--- config.mk ---
export PLATFORM = sky130hd
export DESIGN_NAME = spd_eeprom_slave
export DESIGN_NICKNAME = d
export VERILOG_FILES = /design/src/rtl/spd_pkg.sv /design/src/rtl/spd_line_sync.sv /design/src/rtl/spd_store.sv /design/src/rtl/spd_bus_fsm.sv /design/src/rtl/spd_eeprom_slave.sv
export SDC_FILE = /design/constraint.sdc
export NUM_CORES = 2
export LEC_CHECK = 0
export ABC_CLOCK_PERIOD_IN_PS = 72900
export BUFFER_PORTS_ARGS = -buffer_cell sky130_fd_sc_hd__clkbuf_2
export CORE_ASPECT_RATIO = 1.25
export CORE_UTILIZATION = 45
export CTS_BUF_LIST = sky130_fd_sc_hd__clkbuf_16
export DETAILED_ROUTE_END_ITERATION = 6
export PLACE_DENSITY = 0.58
export SLEW_MARGIN = 20
export SYNTH_ARGS = -nofsm -noshare
export SYNTH_HDL_FRONTEND = slang
export SYNTH_SLANG_ARGS = --single-unit
--- constraint.sdc ---
create_clock -name clk -period 72.9 [get_ports clk]
set_clock_uncertainty 0.15 [all_clocks]
set_input_delay 14.58 -clock clk [delete_from_list [all_inputs] [get_ports clk]]
set_output_delay 14.58 -clock clk [all_outputs]
set_load 0.02 [all_outputs]
--- src/rtl/spd_pkg.sv ---
package spd_pkg;

  localparam int BYTE_W = 8;

  typedef enum logic [3:0] {
    ST_IDLE,
    ST_DEV,
    ST_DEV_ACK,
    ST_WORD,
    ST_WORD_ACK,
    ST_WDATA,
    ST_WDATA_ACK,
    ST_RDATA,
    ST_RDATA_ACK
  } spd_state_e;

  // factory contents of the identification half, erased value elsewhere
  function automatic logic [BYTE_W-1:0] spd_default(input int unsigned idx,
                                                     input int unsigned mfg_bytes);
    logic [31:0] v;
    v = idx * 32'd37 + 32'd90;
    return (idx < mfg_bytes) ? v[BYTE_W-1:0] : {BYTE_W{1'b1}};
  endfunction

endpackage

--- src/rtl/spd_line_sync.sv ---
module spd_line_sync #(
  parameter int STAGES = 2
) (
  input  logic clk,
  input  logic rst_n,
  input  logic line_i,
  output logic level_o,
  output logic prev_o
);

  logic [STAGES-1:0] chain_q;
  logic              prev_q;

  always_ff @(posedge clk or negedge rst_n) begin
    if (!rst_n) begin
      chain_q <= '1;
      prev_q  <= 1'b1;
    end else begin
      chain_q <= {chain_q[STAGES-2:0], line_i};
      prev_q  <= chain_q[STAGES-1];
    end
  end

  assign level_o = chain_q[STAGES-1];
  assign prev_o  = prev_q;

endmodule

--- src/rtl/spd_store.sv ---
module spd_store #(
  parameter int DEPTH     = 256,
  parameter int MFG_BYTES = 128,
  parameter int AW        = 8
) (
  input  logic                      clk,
  input  logic                      rst_n,
  input  logic                      wr_en,
  input  logic [AW-1:0]             wr_addr,
  input  logic [spd_pkg::BYTE_W-1:0] wr_data,
  input  logic [AW-1:0]             rd_addr,
  output logic [spd_pkg::BYTE_W-1:0] rd_data
);

  logic [spd_pkg::BYTE_W-1:0] cells [DEPTH];

  for (genvar i = 0; i < DEPTH; i++) begin : g_cell
    localparam logic [AW-1:0] IDX = AW'(i);
    localparam logic [spd_pkg::BYTE_W-1:0] INIT = spd_pkg::spd_default(i, MFG_BYTES);
    logic [spd_pkg::BYTE_W-1:0] cell_q;
    logic                       cell_we;

    assign cell_we = wr_en && (wr_addr == IDX);

    always_ff @(posedge clk or negedge rst_n) begin
      if (!rst_n) begin
        cell_q <= INIT;
      end else if (cell_we) begin
        cell_q <= wr_data;
      end
    end

    assign cells[i] = cell_q;
  end

  assign rd_data = cells[rd_addr];

endmodule

--- src/rtl/spd_bus_fsm.sv ---
module spd_bus_fsm
  import spd_pkg::*;
#(
  parameter int          AW       = 8,
  parameter logic [3:0]  DEV_TYPE = 4'b1010
) (
  input  logic              clk,
  input  logic              rst_n,
  input  logic              scl_s,
  input  logic              scl_p,
  input  logic              sda_s,
  input  logic              sda_p,
  input  logic [2:0]        strap,
  input  logic [BYTE_W-1:0] rd_data,
  output logic              wr_en,
  output logic [BYTE_W-1:0] wr_data,
  output logic [AW-1:0]     ptr,
  output logic              sda_oe,
  output spd_state_e        st,
  output logic              start_det,
  output logic              stop_det
);

  localparam int CW = $clog2(BYTE_W + 1);
  localparam logic [CW-1:0] CNT_FULL = CW'(BYTE_W);

  spd_state_e        st_q, st_n;
  logic [CW-1:0]     cnt_q, cnt_n;
  logic [BYTE_W-1:0] sh_q, sh_n;
  logic [BYTE_W-1:0] tx_q, tx_n;
  logic [AW-1:0]     ptr_q, ptr_n;
  logic              oe_q, oe_n;
  logic              rw_q, rw_n;
  logic              mack_q, mack_n;
  logic              scl_rise, scl_fall, rx_state, byte_done;

  assign scl_rise  = scl_s & ~scl_p;
  assign scl_fall  = ~scl_s & scl_p;
  assign start_det = scl_s & scl_p & sda_p & ~sda_s;
  assign stop_det  = scl_s & scl_p & ~sda_p & sda_s;
  assign rx_state  = (st_q == ST_DEV) || (st_q == ST_WORD) || (st_q == ST_WDATA);
  assign byte_done = (cnt_q == CNT_FULL);

  always_comb begin
    st_n   = st_q;
    cnt_n  = cnt_q;
    sh_n   = sh_q;
    tx_n   = tx_q;
    ptr_n  = ptr_q;
    oe_n   = oe_q;
    rw_n   = rw_q;
    mack_n = mack_q;
    wr_en  = 1'b0;
    if (start_det) begin
      st_n  = ST_DEV;
      cnt_n = '0;
      oe_n  = 1'b0;
    end else if (stop_det) begin
      st_n  = ST_IDLE;
      cnt_n = '0;
      oe_n  = 1'b0;
    end else if (scl_rise) begin
      if (rx_state) begin
        sh_n  = {sh_q[BYTE_W-2:0], sda_s};
        cnt_n = cnt_q + 1'b1;
      end
      if (st_q == ST_RDATA)     cnt_n  = cnt_q + 1'b1;
      if (st_q == ST_RDATA_ACK) mack_n = ~sda_s;
    end else if (scl_fall) begin
      case (st_q)
        ST_DEV: if (byte_done) begin
          cnt_n = '0;
          if (sh_q[BYTE_W-1:1] == {DEV_TYPE, strap}) begin
            rw_n = sh_q[0];
            oe_n = 1'b1;
            st_n = ST_DEV_ACK;
          end else begin
            st_n = ST_IDLE;
          end
        end
        ST_DEV_ACK: begin
          if (rw_q) begin
            tx_n = rd_data;
            oe_n = ~rd_data[BYTE_W-1];
            st_n = ST_RDATA;
          end else begin
            oe_n = 1'b0;
            st_n = ST_WORD;
          end
        end
        ST_WORD: if (byte_done) begin
          ptr_n = sh_q[AW-1:0];
          oe_n  = 1'b1;
          cnt_n = '0;
          st_n  = ST_WORD_ACK;
        end
        ST_WORD_ACK: begin
          oe_n = 1'b0;
          st_n = ST_WDATA;
        end
        ST_WDATA: if (byte_done) begin
          wr_en = 1'b1;
          ptr_n = ptr_q + 1'b1;
          oe_n  = 1'b1;
          cnt_n = '0;
          st_n  = ST_WDATA_ACK;
        end
        ST_WDATA_ACK: begin
          oe_n = 1'b0;
          st_n = ST_WDATA;
        end
        ST_RDATA: begin
          if (byte_done) begin
            oe_n  = 1'b0;
            ptr_n = ptr_q + 1'b1;
            cnt_n = '0;
            st_n  = ST_RDATA_ACK;
          end else begin
            oe_n = ~tx_q[BYTE_W-2];
            tx_n = {tx_q[BYTE_W-2:0], 1'b1};
          end
        end
        ST_RDATA_ACK: begin
          if (mack_q) begin
            tx_n  = rd_data;
            oe_n  = ~rd_data[BYTE_W-1];
            cnt_n = '0;
            st_n  = ST_RDATA;
          end else begin
            st_n = ST_IDLE;
          end
        end
        default: st_n = ST_IDLE;
      endcase
    end
  end

  always_ff @(posedge clk or negedge rst_n) begin
    if (!rst_n) begin
      st_q   <= ST_IDLE;
      cnt_q  <= '0;
      sh_q   <= '0;
      tx_q   <= '0;
      ptr_q  <= '0;
      oe_q   <= 1'b0;
      rw_q   <= 1'b0;
      mack_q <= 1'b0;
    end else begin
      st_q   <= st_n;
      cnt_q  <= cnt_n;
      sh_q   <= sh_n;
      tx_q   <= tx_n;
      ptr_q  <= ptr_n;
      oe_q   <= oe_n;
      rw_q   <= rw_n;
      mack_q <= mack_n;
    end
  end

  assign wr_data = sh_q;
  assign ptr     = ptr_q;
  assign sda_oe  = oe_q;
  assign st      = st_q;

endmodule

--- src/rtl/spd_eeprom_slave.sv ---
module spd_eeprom_slave
  import spd_pkg::*;
#(
  parameter int         MEM_BYTES   = 256,
  parameter int         MFG_BYTES   = 128,
  parameter logic [3:0] DEV_TYPE    = 4'b1010,
  parameter int         SYNC_STAGES = 2
) (
  input  logic       clk,
  input  logic       rst_n,
  input  logic       scl_i,
  input  logic       sda_i,
  input  logic [2:0] strap_i,
  output logic       sda_oe_o
);

  localparam int AW    = $clog2(MEM_BYTES);
  localparam int LINES = 2;

  logic [1:0]        rst_pipe_q;
  logic              rst_sync_n;
  logic [LINES-1:0]  raw, lvl, prv;
  logic              scl_lvl, scl_prv;
  logic              start_det, stop_det;
  logic              wr_en;
  logic [BYTE_W-1:0] wr_data, rd_data;
  logic [AW-1:0]     ptr;
  spd_state_e        st;

  always_ff @(posedge clk or negedge rst_n) begin
    if (!rst_n) rst_pipe_q <= '0;
    else        rst_pipe_q <= {rst_pipe_q[0], 1'b1};
  end
  assign rst_sync_n = rst_pipe_q[1];

  assign raw = {sda_i, scl_i};

  for (genvar g = 0; g < LINES; g++) begin : g_line
    spd_line_sync #(.STAGES(SYNC_STAGES)) u_sync (
      .clk     (clk),
      .rst_n   (rst_sync_n),
      .line_i  (raw[g]),
      .level_o (lvl[g]),
      .prev_o  (prv[g])
    );
  end

  assign scl_lvl = lvl[0];
  assign scl_prv = prv[0];

  spd_bus_fsm #(.AW(AW), .DEV_TYPE(DEV_TYPE)) u_fsm (
    .clk       (clk),
    .rst_n     (rst_sync_n),
    .scl_s     (lvl[0]),
    .scl_p     (prv[0]),
    .sda_s     (lvl[1]),
    .sda_p     (prv[1]),
    .strap     (strap_i),
    .rd_data   (rd_data),
    .wr_en     (wr_en),
    .wr_data   (wr_data),
    .ptr       (ptr),
    .sda_oe    (sda_oe_o),
    .st        (st),
    .start_det (start_det),
    .stop_det  (stop_det)
  );

  spd_store #(.DEPTH(MEM_BYTES), .MFG_BYTES(MFG_BYTES), .AW(AW)) u_store (
    .clk     (clk),
    .rst_n   (rst_sync_n),
    .wr_en   (wr_en),
    .wr_addr (ptr),
    .wr_data (wr_data),
    .rd_addr (ptr),
    .rd_data (rd_data)
  );

endmodule

==> qor.yml <==
status:
  status: "completed"
detailed_routing:
  drt.antenna.violating_nets: 0
  viasPerCell: 6.07
  vias: 56036
  wl_per_cell_um: 31.1
  dr.pass1.iters: 5
  drc_errors: 0
  drtIter0Drc: 4211
  wl_mm: 287
worst_setup_path:
  critical_path_depth: 1
  critical-path-top-delay-family: "flip-flops"
  r2r_cells: 10
  startpoint_type: "flip-flop"
  crit_path_max_incr_delay_ns: 0.51
  arrival_ns: 1.63
  critPathCaptureType: "output pin"
  reg2reg_slack_ns: 66.63
  r2r_start: "u_fsm.ptr[1]$_DFFE_PN0P_"
  critPathKind: "flip-flop to output pin"
  critPathLaunch: "u_fsm.sda_oe$_DFFE_PN0P_"
  critPathBufInv: 1
  crit_path_end: "sda_oe_o"
  reg2reg_to: "u_fsm.sda_oe$_DFFE_PN0P_"
  cp_max_fo: 2
  required_ns: 58.17
  crit_path_cell_trace: "clkbuf_2"
  critPathSlowestCell: "dfrtp_1"
final_layout:
  fin_util_pct: 49.9
  multi_input_area_sq_um: 41400
  fillers: 18369
  fin_nets: 6180
  area_delta_synth_final_pct: 9.82
  layout-drive-gt1-share_pct: 72.4
  regArea_sq_um: 54300
clock_tree:
  post_cts_resized: 0
  clk_latency_ns: 0.88
  h-tree-depth: 4
  path_clk_slew_ns: 0.06
  ctsHoldBuffers: 0
  cts_buffers: 223
  clock_path_buffers: 4
  ctsRootBufferMaster: "clkbuf_16"
  clock-sinks: 2090
  postCtsSetupBuffers: 0
  cts_tree: "yes"
pwr:
  total_power_mw: 2.30
  ir_drop_uv: 18.5
  p_leak_nw: 44.6
  power_density_nw_per_um2: 21.4
timing:
  min_period_ns: 16.36
  setup_tns_ns: 0
  timing.fmax_ghz: 0.0611
  worst_pin_slew_ns: 1.20
  maxSlewHeadroom_pct: 19.7
  hold_viol: 0
  final-max-slew-violation-count: 0
  report.final.setup_viol: 0
  fin_crit_sh_pct: 22.4
  rsz0062_at_grt: "false"
logic_synthesis:
  seq_area_frac_synth_pct: 55.6
  yosys_warnings: 0
  synth.distinct_cells: 84
  synthesis.nets: 6283
  async_flop_share_pct: 100
  syn_area_per_cell_sq_um: 15.6
  synth-edff-count: 0
  synth_seq_cells: 2090
  syn_area_sq_um: 97600
  synthCells: 6265
  ys.flop_type: "dfstp_2"
floorplanning:
  die_x_um: 419
  row_count: 190
  coreArea_sq_um: 215000
  die_h_um: 523
  start_util_pct: 45.4
  design.die.area_sq_um: 219000
  ioPinCount: 8
grt:
  grt_usage_pct: 26.4
  first_global_vias: 58431
  grtUsageMet1_pct: 35.8
  grt-ovfl-total: 0
  grt_antenna_before_repair: 12
  grtUsageMet3_pct: 3.78
  grt_pass1_wl_mm: 423
  grt_busiest_layer: "met2"
  grt_max_degree: 164
  met2_usage_pct: 42.8
placed_design:
  port_buffers: 7
  gp_congestion: 0.857
  dp_hpwl_mm: 180
worst_hold_path:
  min_path_type: "flip-flop to asynchronous set/reset pin"
run:
  drv_cap: 0
==> synth_stat cells (all sizes together) (5+ instances only) <==
library cell  instances  area share, %
nand3                47           0.24
ha                   11           0.14
a21oi                50           0.26
inv                  13          0.050
a221oi               10          0.090
nand2b                9          0.058
dfrtp               546             14
o21ai                46           0.24
mux2               2061             24
nand4                12          0.077
a22o                  9          0.081
a31oi                16           0.10
nor2                 70           0.27
o2111ai               6          0.054
a211oi                7          0.054
mux2i               141            1.4
o211ai                7          0.054
a22oi                45           0.35
nor3                 34           0.19
nand2               419            1.7
mux4                504             12
a2111oi              11           0.10
clkbuf              316            1.2
buf                 168           0.96
and3                  9          0.058
or3                   6          0.038
dfstp              1544             42
nor4                  6          0.038
and2                  5          0.032
o22ai                23           0.15
nor2b                14          0.090
a32oi                25           0.22
==> power by group <==
group | total [mW] | leakage, nW | internal, mW | switching, mW
sequential | 1.18 | 23.5 | 1.17 | 0.0143
clock | 1.04 | 3.49 | 0.567 | 0.472
combinational | 0.0752 | 17.6 | 0.00981 | 0.0654
==> cell families after synthesis <==
logic type,synth area share (%)
flip-flops,55.6
buffers and inverters,2.23
AND/OR/NAND/NOR,3.06
multiplexers,36.9
other,0.00384
AO/OA/AOI/OAI,2.12
adder cells (fa/ha/maj),0.141
XOR/XNOR,0.0449
==> state kept, by name, indices dropped and copies added, names as in the netlist <==
name	flops
u_fsm.sda_oe	1
u_fsm.wr_data	8
u_store.g_cell.cell_q	2048
g_line.u_sync.prev_o	2
rst_pipe_q	2
g_line.u_sync.chain_q	4
u_fsm.mack_q	1
u_fsm.rw_q	1
u_fsm.ptr	8
u_fsm.tx_q	7
u_fsm.st	4
u_fsm.cnt_q	4
==> metal layers <==
layer | vias up | wire, um
met3 | 489 | 13600
met5 | - | 49
met2 | 1318 | 139000
li1 | 23208 | -
met4 | 8 | 12300
met1 | 31013 | 122000
==> how the worst min path moves through the flow <==
stage | depth (start not counted) | to | startpoint
after floorplan | 0 | rst_pipe_q[1]$_DFF_PN0_ | rst_pipe_q[0]$_DFF_PN0_
after global placement | 0 | rst_pipe_q[1]$_DFF_PN0_ | rst_pipe_q[0]$_DFF_PN0_
after detailed placement | 0 | rst_pipe_q[1]$_DFF_PN0_ | rst_pipe_q[0]$_DFF_PN0_
after CTS | 0 | rst_pipe_q[1]$_DFF_PN0_ | rst_pipe_q[0]$_DFF_PN0_
after global routing | 0 | g_line[0].u_sync.chain_q[1]$_DFF_PN1_ | g_line[0].u_sync.chain_q[0]$_DFF_PN1_
final | 0 | u_store.g_cell[30].cell_q[3]$_DFFE_PN0P_ | rst_pipe_q[1]$_DFF_PN0_
==> final cells by class <==
class                      instances  area share (%)
sequential                      2090            50.6
multi-input combinational       3677            38.7
clock buffer                     224            5.23
tap                             2880            3.36
timing repair buffer             156            1.22
clock inverter                   181           0.830
inverter                          14          0.0572
antenna                            7          0.0163
==> cells in the final DEF (no fill, tap or decap), drive strengths merged, types with 5 or more instances in the layout <==
cell / n
a2111oi: 11
a211oi: 7
a21oi: 50
a221oi: 10
a22o: 9
a22oi: 45
a31oi: 16
a32oi: 25
and2: 5
and3: 9
buf: 149
clkbuf: 231
clkinv: 92
dfrtp: 546
dfstp: 1544
diode: 7
ha: 11
inv: 97
mux2: 2061
mux2i: 141
mux4: 504
nand2: 419
nand2b: 9
nand3: 47
nand4: 12
nor2: 70
nor2b: 14
nor3: 34
nor4: 6
o2111ai: 6
o211ai: 7
o21ai: 46
o22ai: 23
or3: 6
==> metrics by stage <==
stage	hold WS (ns)	std cells	instance area [sq um]	setup slack, ns
detailed placement	0.195	8816	101000	56.12
finish	0.194	9229	107000	56.54
floorplan	0.181	6265	97600	12.87
CTS	0.209	9221	107000	56.48
global placement	0.193	8816	101000	55.98
global route	0.226	9223	107000	56.51
(Power assumes the default switching activity.)
